File: config.mk
export PLATFORM = sky130hd
export DESIGN_NAME = ocu_dual
export DESIGN_NICKNAME = d
export VERILOG_FILES = /design/src/rtl/ocu_pkg.sv /design/src/rtl/ocu_timebase.sv /design/src/rtl/ocu_channel.sv /design/src/rtl/ocu_regs.sv /design/src/rtl/ocu_dual.sv
export SDC_FILE = /design/constraint.sdc
export NUM_CORES = 1
export LEC_CHECK = 0
export CAP_MARGIN = 10
export CORE_MARGIN = 8
export CORE_UTILIZATION = 55
export DETAILED_ROUTE_END_ITERATION = 10
export PLACE_DENSITY_LB_ADDON = 0.08
export RECOVER_POWER = 50
export SKIP_CTS_REPAIR_TIMING = 1
export SYNTH_ARGS = -nofsm -noshare
export SYNTH_HDL_FRONTEND = slang
export SYNTH_HIERARCHICAL = 1
export SYNTH_SLANG_ARGS = --single-unit
File: constraint.sdc
create_clock -name clk -period 3.9 [get_ports clk]
set_clock_uncertainty 0.15 [all_clocks]
set_input_delay 0.78 -clock clk [delete_from_list [all_inputs] [get_ports clk]]
set_output_delay 0.78 -clock clk [all_outputs]
set_load 0.02 [all_outputs]
File: src/rtl/ocu_pkg.sv
package ocu_pkg;
  localparam int BW = 8;
  localparam int AW = 4;
  localparam int A_CTRL     = 0;
  localparam int A_LEVEL    = 1;
  localparam int A_STAT     = 2;
  localparam int A_CMP_BASE = 3;
  localparam int A_CNTH     = 14;
  localparam int A_CNTL     = 15;

  typedef enum logic [1:0] {
    PS_DIV2 = 2'b00,
    PS_DIV4 = 2'b01,
    PS_DIV8 = 2'b10,
    PS_EXT  = 2'b11
  } ps_e;
endpackage

File: src/rtl/ocu_timebase.sv
module ocu_timebase
  import ocu_pkg::*;
#(
  parameter int CNT_W = 16
) (
  input  logic             clk,
  input  logic             rst_n,
  input  ps_e              ps,
  input  logic             ext_clk,
  output logic             tick,
  output logic [CNT_W-1:0] cnt
);
  localparam logic [CNT_W-1:0] ONE = 1;

  logic [2:0]       div_q, div_d;
  logic [2:0]       sync_q, sync_d;   // [0],[1] synchronizer, [2] previous
  logic [CNT_W-1:0] cnt_d;

  always_comb begin
    div_d  = div_q + 3'd1;
    sync_d = {sync_q[1], sync_q[0], ext_clk};
    case (ps)
      PS_DIV2: tick = div_q[0];
      PS_DIV4: tick = &div_q[1:0];
      PS_DIV8: tick = &div_q;
      default: tick = sync_q[1] & ~sync_q[2];
    endcase
    cnt_d = tick ? cnt + ONE : cnt;
  end

  always_ff @(posedge clk or negedge rst_n) begin
    if (!rst_n) begin
      div_q  <= '0;
      sync_q <= '0;
      cnt    <= '0;
    end else begin
      div_q  <= div_d;
      sync_q <= sync_d;
      cnt    <= cnt_d;
    end
  end

  // divide-by-2 never ticks on two cycles in a row
  p_div2_rate_r2: assert property (@(posedge clk) disable iff (!rst_n)
    (tick && ps == PS_DIV2) |=> (!tick || ps == PS_EXT));

  // each tick advances the counter by exactly one
  p_cnt_step_r2: assert property (@(posedge clk) disable iff (!rst_n)
    tick |=> cnt == $past(cnt) + ONE);
endmodule

File: src/rtl/ocu_channel.sv
module ocu_channel
  import ocu_pkg::*;
#(
  parameter int CNT_W = 16
) (
  input  logic             clk,
  input  logic             rst_n,
  input  logic             tick,
  input  logic             fast,
  input  logic [CNT_W-1:0] cnt,
  input  logic             wr_hi,
  input  logic             wr_lo,
  input  logic             acc_lo,
  input  logic [BW-1:0]    wdata,
  input  logic             stat_rd,
  input  logic             en,
  input  logic             lvl,
  input  logic             frc,
  input  logic             frc_lvl,
  output logic [CNT_W-1:0] cmp,
  output logic             flag,
  output logic             pin
);
  localparam int HALF = CNT_W / 2;
  localparam logic [CNT_W-1:0] ONE = 1;

  logic [CNT_W-1:0] cmp_d;
  logic             armed_q, armed_d;
  logic             clr_q, clr_d;
  logic             flag_d, pin_d;
  logic             hit, match;

  always_comb begin
    cmp_d = cmp;
    if (wr_hi) cmp_d = {wdata, cmp[HALF-1:0]};
    else if (wr_lo) cmp_d = {cmp[CNT_W-1:HALF], wdata};

    armed_d = wr_hi ? 1'b1 : (wr_lo ? 1'b0 : armed_q);

    // fast prescale compares the value being entered, slow ones the value being left
    hit   = fast ? ((cnt + ONE) == cmp) : (cnt == cmp);
    match = tick & ~armed_q & hit;

    clr_d = stat_rd ? flag : (acc_lo ? 1'b0 : clr_q);

    if (match) flag_d = 1'b1;
    else if (acc_lo && clr_q) flag_d = 1'b0;
    else flag_d = flag;

    if (frc) pin_d = frc_lvl;
    else if (match && en) pin_d = lvl;
    else pin_d = pin;
  end

  always_ff @(posedge clk or negedge rst_n) begin
    if (!rst_n) begin
      cmp     <= '0;
      armed_q <= 1'b0;
      clr_q   <= 1'b0;
      flag    <= 1'b0;
      pin     <= 1'b0;
    end else begin
      cmp     <= cmp_d;
      armed_q <= armed_d;
      clr_q   <= clr_d;
      flag    <= flag_d;
      pin     <= pin_d;
    end
  end

  // a flag only rises on a timer tick
  p_flag_tick_r3: assert property (@(posedge clk) disable iff (!rst_n)
    $rose(flag) |-> $past(tick));

  // no new flag while the upper byte waits for its lower half
  p_lockout_r5: assert property (@(posedge clk) disable iff (!rst_n)
    $past(armed_q) |-> !$rose(flag));

  // a force loads the written level
  p_force_r8: assert property (@(posedge clk) disable iff (!rst_n)
    frc |=> pin == $past(frc_lvl));
endmodule

File: src/rtl/ocu_regs.sv
module ocu_regs
  import ocu_pkg::*;
#(
  parameter int NCH   = 2,
  parameter int CNT_W = 16
) (
  input  logic                      clk,
  input  logic                      rst_n,
  input  logic [AW-1:0]             addr,
  input  logic                      wr_en,
  input  logic                      rd_en,
  input  logic [BW-1:0]             wdata,
  input  logic                      hold_force,
  input  logic [CNT_W-1:0]          cnt,
  input  logic [NCH-1:0][CNT_W-1:0] cmp,
  input  logic [NCH-1:0]            flags,
  output ps_e                       ps,
  output logic                      irq_en,
  output logic [NCH-1:0]            en,
  output logic [NCH-1:0]            lvl,
  output logic [NCH-1:0]            frc,
  output logic [NCH-1:0]            frc_lvl,
  output logic [NCH-1:0]            wr_hi,
  output logic [NCH-1:0]            wr_lo,
  output logic [NCH-1:0]            acc_lo,
  output logic                      stat_rd,
  output logic [BW-1:0]             rdata
);
  logic [1:0]     ps_q, ps_d;
  logic           ie_d;
  logic [NCH-1:0] en_d, lvl_d;
  logic           wr_ctrl, wr_level;

  assign wr_ctrl  = wr_en && (addr == AW'(A_CTRL));
  assign wr_level = wr_en && (addr == AW'(A_LEVEL));
  assign stat_rd  = rd_en && (addr == AW'(A_STAT));
  assign ps       = ps_e'(ps_q);
  assign frc      = (wr_level && !hold_force) ? wdata[NCH +: NCH] : '0;
  assign frc_lvl  = wdata[NCH-1:0];

  for (genvar i = 0; i < NCH; i++) begin : g_dec
    localparam int HI_A = A_CMP_BASE + 2 * i;
    localparam int LO_A = HI_A + 1;
    assign wr_hi[i]  = wr_en && (addr == AW'(HI_A));
    assign wr_lo[i]  = wr_en && (addr == AW'(LO_A));
    assign acc_lo[i] = (wr_en || rd_en) && (addr == AW'(LO_A));
  end

  always_comb begin
    ps_d  = ps_q;
    ie_d  = irq_en;
    en_d  = en;
    lvl_d = lvl;
    if (wr_ctrl) begin
      ps_d = wdata[1:0];
      ie_d = wdata[2];
      en_d = wdata[3 +: NCH];
    end
    if (wr_level) lvl_d = wdata[NCH-1:0];
  end

  always_ff @(posedge clk or negedge rst_n) begin
    if (!rst_n) begin
      ps_q   <= '0;
      irq_en <= 1'b0;
      en     <= '0;
      lvl    <= '0;
    end else begin
      ps_q   <= ps_d;
      irq_en <= ie_d;
      en     <= en_d;
      lvl    <= lvl_d;
    end
  end

  always_comb begin
    rdata = '0;
    if (addr == AW'(A_CTRL)) begin
      rdata[1:0]       = ps_q;
      rdata[2]         = irq_en;
      rdata[3 +: NCH]  = en;
    end else if (addr == AW'(A_LEVEL)) begin
      rdata[NCH-1:0] = lvl;
    end else if (addr == AW'(A_STAT)) begin
      rdata[NCH-1:0] = flags;
    end else if (addr == AW'(A_CNTH)) begin
      rdata = cnt[CNT_W-1 -: BW];
    end else if (addr == AW'(A_CNTL)) begin
      rdata = cnt[BW-1:0];
    end else begin
      for (int i = 0; i < NCH; i++) begin
        if (addr == AW'(A_CMP_BASE + 2 * i)) rdata = cmp[i][CNT_W-1 -: BW];
        if (addr == AW'(A_CMP_BASE + 2 * i + 1)) rdata = cmp[i][BW-1:0];
      end
    end
  end
endmodule

File: src/rtl/ocu_dual.sv
module ocu_dual
  import ocu_pkg::*;
#(
  parameter int NCH   = 2,
  parameter int CNT_W = 16
) (
  input  logic           clk,
  input  logic           rst_n,
  input  logic [3:0]     addr,
  input  logic           wr_en,
  input  logic           rd_en,
  input  logic [7:0]     wdata,
  output logic [7:0]     rdata,
  input  logic           ext_clk,
  input  logic           hold_force,
  output logic [NCH-1:0] pin_q,
  output logic [NCH-1:0] pin_oe,
  output logic           irq
);
  logic [1:0]                rs_q;
  logic                      rst_i;
  ps_e                       ps;
  logic                      tick, irq_en;
  logic [CNT_W-1:0]          cnt;
  logic [NCH-1:0][CNT_W-1:0] cmp;
  logic [NCH-1:0]            flags, en, lvl, frc, frc_lvl, wr_hi, wr_lo, acc_lo;
  logic                      stat_rd;

  always_ff @(posedge clk or negedge rst_n) begin
    if (!rst_n) rs_q <= '0;
    else        rs_q <= {rs_q[0], 1'b1};
  end
  assign rst_i = rs_q[1];

  ocu_timebase #(.CNT_W(CNT_W)) u_tb (
    .clk(clk), .rst_n(rst_i), .ps(ps), .ext_clk(ext_clk), .tick(tick), .cnt(cnt)
  );

  ocu_regs #(.NCH(NCH), .CNT_W(CNT_W)) u_regs (
    .clk(clk), .rst_n(rst_i), .addr(addr), .wr_en(wr_en), .rd_en(rd_en),
    .wdata(wdata), .hold_force(hold_force), .cnt(cnt), .cmp(cmp), .flags(flags),
    .ps(ps), .irq_en(irq_en), .en(en), .lvl(lvl), .frc(frc), .frc_lvl(frc_lvl),
    .wr_hi(wr_hi), .wr_lo(wr_lo), .acc_lo(acc_lo), .stat_rd(stat_rd), .rdata(rdata)
  );

  for (genvar i = 0; i < NCH; i++) begin : g_ch
    ocu_channel #(.CNT_W(CNT_W)) u_ch (
      .clk(clk), .rst_n(rst_i), .tick(tick), .fast(ps == PS_DIV2), .cnt(cnt),
      .wr_hi(wr_hi[i]), .wr_lo(wr_lo[i]), .acc_lo(acc_lo[i]), .wdata(wdata),
      .stat_rd(stat_rd), .en(en[i]), .lvl(lvl[i]), .frc(frc[i]),
      .frc_lvl(frc_lvl[i]), .cmp(cmp[i]), .flag(flags[i]), .pin(pin_q[i])
    );
  end

  assign pin_oe = en;
  assign irq    = irq_en & (|flags);

  // a control write sets the pin drive enables one cycle later
  p_oe_follows_r7: assert property (@(posedge clk) disable iff (!rst_i)
    ($past(rst_i) && $past(wr_en) && $past(addr) == 4'(A_CTRL))
      |-> pin_oe == $past(wdata[3 +: NCH]));

  // a rising interrupt needs a new flag or a new enable
  p_irq_cause_r9: assert property (@(posedge clk) disable iff (!rst_i)
    $rose(irq) |-> ($past(flags) != flags || $rose(irq_en)));
endmodule

==> out/qor.csv <==
stage;metric;value;unit
status;outcome;finished with violations;
status;violations;max-capacitance violations, max-slew violations;
yosys;yosysSeqAreaShare;0.384;
yosys;synth_top_area_frac;0.384;
finish;antenna_cells;0;
grt;antenna_found_initial;0;
grt;grt_pass1_wl;21000;µm
sta;hold_viol_final;0;
yosys;async_reset_ff_frac;1.00;
place;gp_congestion;0.909;
route;first_pass_iters;5;
yosys;syn-instance-count;460;
critical_path;reg2reg_depth;1;
min_path;hold_path_depth;0;
critical_path;critPathArrivalTime;2.88;ns
sta;period_needed;3.81;ns
min_path;hold_end;u_tb/sync_q[1];
critical_path;timing.rr.end;g_ch[0].u_ch/cmp[8];
power_and_ir_drop;p_total;2670;µW
yosys;syn-num-nets;483;
yosys;syn_area;4630;µm²
critical_path;reg2reg_slack;0.85;ns
critical_path;start_kind;input port;
critical_path;startpoint;addr[0];
critical_path;cp.required;2.97;ns
route;ant_nets;0;
route;wirelength;13400;µm
route;wl_per_cell;21.9;µm
min_path;hold_start;u_tb/sync_q[0];
cts;cts_sinks;71;
cts;htreeDepth;3;
die;die_y;108;µm
power_and_ir_drop;powerDensity;502;nW/µm²
yosys;ys.flop_type;dfrtp_1;
power_and_ir_drop;peakVddDrop;286;µV
cts;root_buffer;clkbuf_8;
sta;tightest_slew;1.65;ns
yosys;synth_cell_types;56;
die;boundaryPins;31;
die;coreArea;8180;µm²
yosys;synth.largest_area_cell;dfrtp_1;
job;cap_violations;2;
sta;slew_headroom;-0.0983;
sta;post-route-period-util;0.978;
sta;fmax;0.262;GHz
die;die_w;108;µm
cts;clockBufferDepth;2;
min_path;hold_path.class;reg2reg;
place;dp_hpwl;9860;µm
finish;fin_nets;526;
sta;slew_violations;72;
finish;design_area;5320;µm²
sta;setup_viol;0;
sta;setup_tns;0;ns
place;io_buffer_count;30;
cts;cts_tree;yes;
critical_path;cp_max_fo;23;
route;drtIter0Drc;348;
critical_path;end_kind;primary output;
cts;cts_made_buffers;9;
cts;path_clk_slew;0.08;ns
finish;area_growth_syn_to_layout;14.9;%
yosys;syn_avg_cell_area;10.1;µm²
die;rows;33;
route;vias;3915;
yosys;synth_seq_cells;71;
yosys;yosys_warnings;6;
die;dieArea;11600;µm²
die;start_util;0.566;
critical_path;crit_type;in2out;
power_and_ir_drop;leakage;0.00213;µW
yosys;synth_edf_count;0;
route;viasPerCell;6.39;
critical_path;reg2reg_from;rs_q[1];
finish;final_util;0.650;
grt;grt_max_degree;42;
cts;clk_latency;0.35;ns
sta;rsz0062_at_grt;no;
finish;drive_gt1_frac;0.161;
route;remaining_drc_errors;0;
grt;grt-ovfl-total;0;
grt;gr-usage-all-layers;0.236;
yosys;synthTopCellsByArea;dfrtp_1 38%, mux2_2 9.5%, xnor2_1 7.2%;
finish;fillers;680;
place;placed_area;5100;µm²
grt;grt_pass1_vias;3813;
==> cells in the mapped netlist, drive strengths merged (5+ instances only) <==
library cell and n:
dfrtp 71, mux2 40, xnor2 38, nand2 32
nand4 22, nand3 20, mux2i 18, nor2 17
o21ai 17, xor2 13, and3 12, buf 11
inv 11, nand2b 10, a21oi 9, or3 8
nor2b 7, nor4 7, o2bb2ai 7, clkbuf 6
nor3 6, o211ai 6, ha 5, nand3b 5
nor3b 5
==> per-stage QoR <==
step           hold WS, ns  setup WS (ns)  std cells
4_1_cts              0.211          0.104        612
6_report             0.205         0.0874        613
5_1_grt              0.213         0.0336        613
3_3_place_gp         0.186         0.0990        596
3_5_place_dp         0.190          0.112        596
2_1_floorplan        0.181           1.08        460
==> layout make-up <==
cell class,instances,area (µm²),area share
flip-flops and latches,71,1780,0.334
clock buffers,9,124,0.0233
well taps,105,131,0.0247
clock inverters,7,78.8,0.0148
multi-input cells,361,2710,0.509
inverters,11,41.3,0.00777
repair buffers,49,457,0.0859
==> worst max path at each step <==
stage / end / slack [ns] / depth (start not counted)
floorplan: rdata[1] / 1.08 / 4
global placement: rdata[4] / 0.1 / 7
detailed placement: rdata[4] / 0.11 / 7
CTS: rdata[4] / 0.10 / 7
global route: rdata[5] / 0.03 / 6
finish: rdata[4] / 0.09 / 7
==> layout by cell type (no fill, tap or decap), types with 5 or more instances in the layout <==
| cell type | synthesis | layout |
|---|---|---|
| nor3b_1 | 5 | 5 |
| dfrtp_1 | 71 | 71 |
| inv_1 | 11 | 11 |
| xor2_1 | 13 | 13 |
| nor3_1 | 6 | 6 |
| nor4_1 | 6 | 6 |
| o21ai_0 | 17 | 17 |
| and3_1 | 12 | 12 |
| nand2_1 | 31 | 31 |
| nand3_1 | 19 | 19 |
| o211ai_1 | 6 | 6 |
| ha_1 | 5 | 5 |
| clkdlybuf4s50_1 | 0 | 26 |
| nand4_1 | 20 | 20 |
| mux2i_1 | 18 | 18 |
| clkbuf_8 | 0 | 9 |
| nand3b_1 | 5 | 5 |
| a21oi_1 | 9 | 9 |
| mux2_2 | 39 | 39 |
| nor2_1 | 17 | 17 |
| nor2b_1 | 6 | 6 |
| o2bb2ai_1 | 7 | 7 |
| or3_1 | 8 | 8 |
| xnor2_1 | 38 | 38 |
| buf_4 | 7 | 17 |
| nand2b_1 | 10 | 10 |
==> flip-flops by register name (all words and copies together), names as in the netlist, 3 cells and up <==
| register | count |
|---|---|
| g_ch.u_ch/cmp | 32 |
| u_tb/div_q | 3 |
| u_tb/cnt | 16 |
| u_tb/sync_q | 3 |
==> kinds of logic after synthesis <==
| logic type | Yosys count | synth area share |
|---|---|---|
| compound gates | 77 | 0.122 |
| xor+xnor | 51 | 0.0966 |
| fa+ha+maj | 5 | 0.0135 |
| buf+inv | 28 | 0.0308 |
| flops | 71 | 0.384 |
| mux | 59 | 0.141 |
| other cells | 1 | 0.000811 |
| simple gates | 168 | 0.211 |
==> routing by layer <==
layer,global-route usage,up-vias,part of all wire
li1,-,1818,-
met1,0.321,1929,0.44
met2,0.377,152,0.48
met3,0.0299,16,0.058
met4,0.0803,0,0.019
met5,0,-,0
==> where the power goes <==
| part | switching [µW] | internal (µW) |
|---|---|---|
| Combinational | 471 | 436 |
| Clock | 312 | 302 |
| Sequential | 265 | 885 |
| Total | 1050 | 1620 |
==> worst max-delay path, cell delays in order <==
cell,delay [ns]
clkdlybuf4s50_1,0.54
buf_12,0.19
mux2i_1,0.25
a2bb2oi_1,0.22
nor2_1,0.07
a311o_1,0.28
clkdlybuf4s50_1,0.55
No activity file was read; power rests on OpenSTA's default activity.
